File: config.mk
export PLATFORM = sky130hd
export DESIGN_NAME = zz_scan_seq
export DESIGN_NICKNAME = d
export VERILOG_FILES = /design/src/rtl/zz_pkg.sv /design/src/rtl/zz_prog.sv /design/src/rtl/zz_axis.sv /design/src/rtl/zz_scan_seq.sv
export SDC_FILE = /design/constraint.sdc
export NUM_CORES = 1
export LEC_CHECK = 0
export BUFFER_PORTS_ARGS = -buffer_cell sky130_fd_sc_hd__clkbuf_2
export CORE_ASPECT_RATIO = 0.8
export CORE_MARGIN = 2
export CORE_UTILIZATION = 34
export DETAILED_ROUTE_END_ITERATION = 8
export GPL_ROUTABILITY_DRIVEN = 0
export GPL_TIMING_DRIVEN = 0
export PLACE_DENSITY = 0.53
export SYNTH_ARGS = -nofsm -noshare
export SYNTH_HDL_FRONTEND = slang
export SYNTH_SLANG_ARGS = --single-unit
File: constraint.sdc
create_clock -name clk -period 8.25 [get_ports clk]
set_input_delay 0.825 -clock clk [delete_from_list [all_inputs] [get_ports clk]]
set_output_delay 0.825 -clock clk [all_outputs]
set_load 0.1 [all_outputs]
File: src/rtl/zz_pkg.sv
package zz_pkg;

  typedef enum logic [1:0] {
    OP_EAST  = 2'd0,
    OP_SOUTH = 2'd1,
    OP_NE    = 2'd2,
    OP_SW    = 2'd3
  } zz_op_e;

  typedef enum logic [1:0] {
    SEG_FIRST  = 2'd0,
    SEG_BRIDGE = 2'd1,
    SEG_SECOND = 2'd2
  } zz_seg_e;

  typedef enum logic [1:0] {
    DIR_HOLD = 2'd0,
    DIR_INC  = 2'd1,
    DIR_DEC  = 2'd2
  } zz_dir_e;

endpackage

File: src/rtl/zz_prog.sv
module zz_prog #(
  parameter int N = 8
) (
  input  zz_pkg::zz_seg_e           seg_i,
  input  logic [$clog2(1+4*((N-2)/2))-1:0] idx_i,
  output zz_pkg::zz_op_e            op_o,
  output logic                      mirror_o
);
  import zz_pkg::*;

  localparam int LOOPS = (N - 2) / 2;
  localparam int LEN   = 1 + 4 * LOOPS;
  localparam int IW    = $clog2(LEN);

  logic [IW-1:0] k;
  logic [IW-1:0] km1;

  always_comb begin
    // The second half walks the primitive list backwards (U-turn).
    k        = (seg_i == SEG_SECOND) ? (IW'(LEN - 1) - idx_i) : idx_i;
    km1      = k - IW'(1);
    mirror_o = (seg_i == SEG_SECOND);
    if (seg_i == SEG_BRIDGE) begin
      op_o = OP_SW;
    end else if (k == '0) begin
      op_o = OP_EAST;
    end else begin
      case (km1[1:0])
        2'd0:    op_o = OP_SW;
        2'd1:    op_o = OP_SOUTH;
        2'd2:    op_o = OP_NE;
        default: op_o = OP_EAST;
      endcase
    end
  end

endmodule

File: src/rtl/zz_axis.sv
module zz_axis #(
  parameter int N  = 8,
  parameter int CW = $clog2(N + 1)
) (
  input  logic [CW-1:0]   pos_i,
  input  zz_pkg::zz_dir_e dir_i,
  output logic [CW-1:0]   next_o,
  output logic            at_lo_o,
  output logic            at_hi_o
);
  import zz_pkg::*;

  always_comb begin
    case (dir_i)
      DIR_INC: next_o = pos_i + CW'(1);
      DIR_DEC: next_o = pos_i - CW'(1);
      default: next_o = pos_i;
    endcase
    at_lo_o = (next_o == CW'(1));
    at_hi_o = (next_o == CW'(N));
  end

endmodule

File: src/rtl/zz_scan_seq.sv
module zz_scan_seq #(
  parameter int N  = 8,
  parameter int CW = $clog2(N + 1)
) (
  input  logic          clk,
  input  logic          rst_n,
  input  logic          start_i,
  output logic          coord_valid_o,
  input  logic          coord_ready_i,
  output logic [CW-1:0] x_o,
  output logic [CW-1:0] y_o,
  output logic          done_o
);
  import zz_pkg::*;

  localparam int LOOPS = (N - 2) / 2;
  localparam int LEN   = 1 + 4 * LOOPS;
  localparam int IW    = $clog2(LEN);
  localparam int DCW   = $clog2(N + 1);

  logic                 active_q, last_q;
  zz_seg_e              seg_q;
  logic [IW-1:0]        idx_q;
  logic [DCW-1:0]       dcnt_q;
  logic [1:0][CW-1:0]   pos_q;
  logic [1:0][CW-1:0]   pos_nxt;
  zz_dir_e              dir [2];
  logic [1:0]           at_lo, at_hi;
  zz_op_e               op;
  logic                 mirror, esc, op_done, xfer;

  zz_prog #(.N(N)) u_prog (
    .seg_i    (seg_q),
    .idx_i    (idx_q),
    .op_o     (op),
    .mirror_o (mirror)
  );

  always_comb begin
    dir[0] = DIR_HOLD;
    dir[1] = DIR_HOLD;
    case (op)
      OP_EAST:  dir[0] = DIR_INC;
      OP_SOUTH: dir[1] = DIR_INC;
      OP_NE:    begin dir[0] = DIR_INC; dir[1] = DIR_DEC; end
      default:  begin dir[0] = DIR_DEC; dir[1] = DIR_INC; end
    endcase
  end

  for (genvar a = 0; a < 2; a++) begin : g_axis
    zz_axis #(.N(N), .CW(CW)) u_axis (
      .pos_i   (pos_q[a]),
      .dir_i   (dir[a]),
      .next_o  (pos_nxt[a]),
      .at_lo_o (at_lo[a]),
      .at_hi_o (at_hi[a])
    );
  end

  // Escape: the position after this step satisfies the exit edge, so the
  // following step belongs to the next primitive and never crosses the map.
  always_comb begin
    esc = 1'b0;
    if (op == OP_NE) esc = mirror ? at_hi[0] : at_lo[1];
    if (op == OP_SW) esc = mirror ? at_hi[1] : at_lo[0];
    op_done = (op == OP_EAST) || (op == OP_SOUTH) || esc ||
              (dcnt_q == DCW'(N - 1));
  end

  assign xfer          = active_q && coord_ready_i;
  assign coord_valid_o = active_q;
  assign done_o        = active_q && last_q;
  assign x_o           = pos_q[0];
  assign y_o           = pos_q[1];

  always_ff @(posedge clk or negedge rst_n) begin
    if (!rst_n) begin
      active_q <= 1'b0;
      last_q   <= 1'b0;
      seg_q    <= SEG_FIRST;
      idx_q    <= '0;
      dcnt_q   <= '0;
      pos_q    <= '{default: CW'(1)};
    end else if (!active_q) begin
      if (start_i) begin
        active_q <= 1'b1;
        last_q   <= 1'b0;
        seg_q    <= SEG_FIRST;
        idx_q    <= '0;
        dcnt_q   <= '0;
        pos_q    <= '{default: CW'(1)};
      end
    end else if (xfer) begin
      if (last_q) begin
        active_q <= 1'b0;
        last_q   <= 1'b0;
      end else begin
        pos_q <= pos_nxt;
        if (op_done) begin
          dcnt_q <= '0;
          if (seg_q == SEG_BRIDGE) begin
            seg_q <= SEG_SECOND;
            idx_q <= '0;
          end else if (idx_q == IW'(LEN - 1)) begin
            idx_q <= '0;
            if (seg_q == SEG_FIRST) seg_q <= SEG_BRIDGE;
            else                    last_q <= 1'b1;
          end else begin
            idx_q <= idx_q + IW'(1);
          end
        end else begin
          dcnt_q <= dcnt_q + DCW'(1);
        end
      end
    end
  end

  // coordinates stay on the map
  a_r6_in_range: assert property (@(posedge clk) disable iff (!rst_n)
    coord_valid_o |-> (x_o >= CW'(1) && x_o <= CW'(N) &&
                       y_o >= CW'(1) && y_o <= CW'(N)));

  // back-pressure holds the beat
  a_r4_hold: assert property (@(posedge clk) disable iff (!rst_n)
    (coord_valid_o && !coord_ready_i) |=>
      (coord_valid_o && $stable(x_o) && $stable(y_o)));

  // one unit step of an allowed vector per non-final transfer
  a_r5_unit_step: assert property (@(posedge clk) disable iff (!rst_n)
    (coord_valid_o && coord_ready_i && !done_o) |=> (coord_valid_o && (
      (x_o == $past(x_o) + CW'(1) && y_o == $past(y_o)) ||
      (x_o == $past(x_o) && y_o == $past(y_o) + CW'(1)) ||
      (x_o == $past(x_o) + CW'(1) && y_o == $past(y_o) - CW'(1)) ||
      (x_o == $past(x_o) - CW'(1) && y_o == $past(y_o) + CW'(1)))));

  // done only at the far corner
  a_r7_done_corner: assert property (@(posedge clk) disable iff (!rst_n)
    done_o |-> (x_o == CW'(N) && y_o == CW'(N)));

  // stream closes right after the final transfer
  a_r7_idle_after: assert property (@(posedge clk) disable iff (!rst_n)
    (done_o && coord_ready_i) |=> !coord_valid_o);

  // valid never drops before the done beat
  a_r7_no_early_drop: assert property (@(posedge clk) disable iff (!rst_n)
    (coord_valid_o && !done_o) |=> coord_valid_o);

  // every scan opens at (1,1)
  a_r2_origin: assert property (@(posedge clk) disable iff (!rst_n)
    $rose(coord_valid_o) |-> (x_o == CW'(1) && y_o == CW'(1)));

  // a diagonal never exceeds its repeat cap
  a_r6_diag_cap: assert property (@(posedge clk) disable iff (!rst_n)
    active_q |-> (dcnt_q < DCW'(N)));

endmodule

==> results by group <==
Final layout
  • N_diodes: 0
  • Post-route cell area: 1812 um2
  • Layout cells sized above 1: 17.14%
  • Most frequent cells in the layout: nand2_1, dfrtp_1, o21ai_0
  • Area grow syn2layout: 12.07%
  • Commonest non-fill, non-tap cell in the layout: nand2_1
  • Nets: 224
  • Filler instances: 503
  • Final core utilization: 39.65%

Placed design
  • Number of port buffers: 13
  • Place WS: 3623 ps
  • DP Area: 1757 um2
  • Dpl hpwl: 3.083 mm

Detailed routing
  • Vias per Instance: 5.385
  • Vias: 1454
  • WL final: 4.130 mm
  • DRT iter0 DRCs: 81
  • TritonRoute pass-1 iters: 4
  • Routed Antenna Nets: 0
  • Avg WL per Cell: 15.30 um
  • DRC errors left: 0

Clocking
  • CTS resizes: 0
  • H-tree Lvls: 1
  • Clock slew at reported path FFs: 80 ps
  • Max clock buf depth: 2
  • Root Driver: clkbuf_8
  • CTS Hold Bufs: 0
  • Worst skew pair latency: 270 ps
  • Clock buffer count from CTS: 3
  • CTS tree: yes
  • Sink Count: 20
  • Post-CTS Setup Bufs: 0

Floorplan
  • Core ar.: 4569 um2
  • Initial Utilization: 35.38%
  • Die H: 65.68 um
  • Die ar.: 5326 um2
  • Row Count: 22
  • Die width: 81.09 um
  • IO Pins: 14

STA
  • Tcrit/Tclk final: 56.59%
  • Final setup TNS: 0 ps
  • Clk_skew: 4.986 ps
  • Max Slew Vio Count: 0
  • Fmax: 214.2 MHz
  • Final Setup Violations: 0
  • Final Hold Vio Count: 0
  • RSZ-0062 raised after global routing: no
  • Final worst path period need: 4669 ps
  • Post-route setup slack: 3581 ps
  • Slew HR: 53.36%
  • Slew @ Worst Pin: 696.6 ps

Synthesis
  • Post-synthesis sequential area ratio: 31.11%
  • Area of the mapped netlist: 1617 um2
  • Ys Warns: 0
  • Post-Syn Instances: 193
  • Post-synth cell types: 58
  • Number of synthesized flops with an enable pin: 0
  • Fraction of registers with async set/reset: 100.0%
  • Top-area cell type share of the netlist area: 27.86%
  • Prevailing post-synth register cell: dfrtp_1
  • Mean area per synthesized cell: 8.376 um2
  • FF+latch count, synth: 20
  • Syn nets: 206
  • Area leader, netlist: dfrtp_1
  • Ranking of synthesized cells by area: dfrtp_1, nand2_1, ha_1, o21ai_0, dfstp_2

Setup path
  • CP endpoint kind: flip-flop
  • Worst r2r path cells: 17
  • Top Family by Delay on Critical Path: compound AO/OA/AOI/OAI gates
  • Crit start category: flip-flop
  • Slowest stage delay, CP: 490 ps
  • Critical path type: reg -> reg
  • CP Max Fanout: 10
  • Slowest cell on the critical path: a311oi_2
  • Worst R2R Start: idx_q[0]
  • Crit path DAT: 4830 ps
  • Setup slack, reg-to-reg: 3580 ps
  • Critical path depth in cells: 17
  • WP buf/inv: 4
  • FF-to-FF End: seg_q[1]
  • Worst path cell trace: buf_4, buf_2, inv_1, ha_1, nand3b_1, a21boi_0, nand2b_1, inv_1, ha_1, a21oi_1, nand2_1, a211o_1, or3_1, and2_1, a311oi_2, nand2_2, a32o_1
  • WP data required: 8410 ps

GRT
  • Largest net degree at the start of global routing: 21
  • GRT Total Usage: 17.90%
  • Gr ovfl total: 0
  • First-pass GRT wire length: 7.334 mm
  • Vias in the first global route: 1464
  • Initial antenna violation count: 0

Worst hold path
  • HP Class: reg -> reg
  • Hold depth: 1
  • Worst min-delay path startpoint: dcnt_q[0]
  • Hold EP: dcnt_q[0]

Outcome
  • Outcome: finished clean

Run
  • Max_cap viols: 0
==> logic make-up after synthesis <==
family | Yosys count | share of synthesized area [%]
simple gates | 77 | 25.08
compound gates | 60 | 26.16
buf+inv | 20 | 5.804
flops | 20 | 31.11
fa+ha+maj | 9 | 7.895
xor+xnor | 5 | 2.709
mux | 2 | 1.238
==> cells in the mapped netlist (2+ instances only) <==
cell,instances
a211oi_1,4
buf_4,2
and2_1,3
dfstp_2,2
o31ai_1,2
a32o_1,2
a22oi_1,2
nand2b_1,4
o22ai_1,2
fa_1,2
xnor2_1,4
nand4_1,2
a31oi_1,4
a2bb2oi_1,2
nand3_1,8
or2_2,2
or3_1,2
o21a_1,2
a221oi_1,2
a211o_1,2
inv_1,13
nand3b_1,2
nand2_1,28
o21ai_0,15
nor2b_1,2
a21o_1,2
o2bb2ai_1,2
buf_2,3
a21oi_1,8
nor3_1,2
dfrtp_1,18
nor2_1,10
mux2i_1,2
ha_1,7
==> worst register-to-register path: cells and delay by family, from the launching register on <==
kind                       cells  cell delay [ps]
adders and majority gates      2              710
AOI/OAI and AO/OA              5             1670
buffers and inverters          4              630
and+or+nand+nor                6             1210
DFF                            1              370
==> metal layers <==
| layer | vias to the layer above | GRT usage (%) | routed length, um |
|---|---|---|---|
| met3 | 2 | 3.709 | 178 |
| met2 | 27 | 26.03 | 1773 |
| met4 | 0 | 2.542 | 7 |
| li1 | 742 | - | - |
| met5 | - | 0 | 0 |
| met1 | 683 | 27.50 | 2170 |
==> final cells by class <==
class | instances | area (um2) | share of cell area, %
repair buffers | 13 | 65.06 | 3.591
multi-input cells | 153 | 1020 | 56.28
clock buffers | 4 | 55.05 | 3.039
well taps | 60 | 75.07 | 4.144
plain buffers | 7 | 45.04 | 2.486
inverters | 13 | 48.80 | 2.693
flip-flops and latches | 20 | 503.0 | 27.76
==> how the worst max path moves through the flow <==
stage | startpoint | end
after global placement | idx_q[0] | seg_q[1]
after global routing | idx_q[0] | seg_q[1]
final | idx_q[0] | seg_q[1]
after CTS | idx_q[0] | seg_q[1]
after detailed placement | idx_q[0] | seg_q[1]
after floorplan | idx_q[0] | seg_q[1]
==> metrics by stage <==
step	hold WS (ps)	cells
2_1_floorplan	473.7	193
3_3_place_gp	500.7	266
3_5_place_dp	508.6	266
4_1_cts	518.7	270
5_1_grt	554.4	270
6_report	508.9	270
==> flip-flops by register name (all words and copies together) (netlist names) <==
register / count
x_o: 4
seg_q: 2
last_q: 1
dcnt_q: 4
coord_valid_o: 1
idx_q: 4
y_o: 4
Power is not shown: default switching activity piles up to over one toggle a cycle in this logic, so the estimate is an artifact.
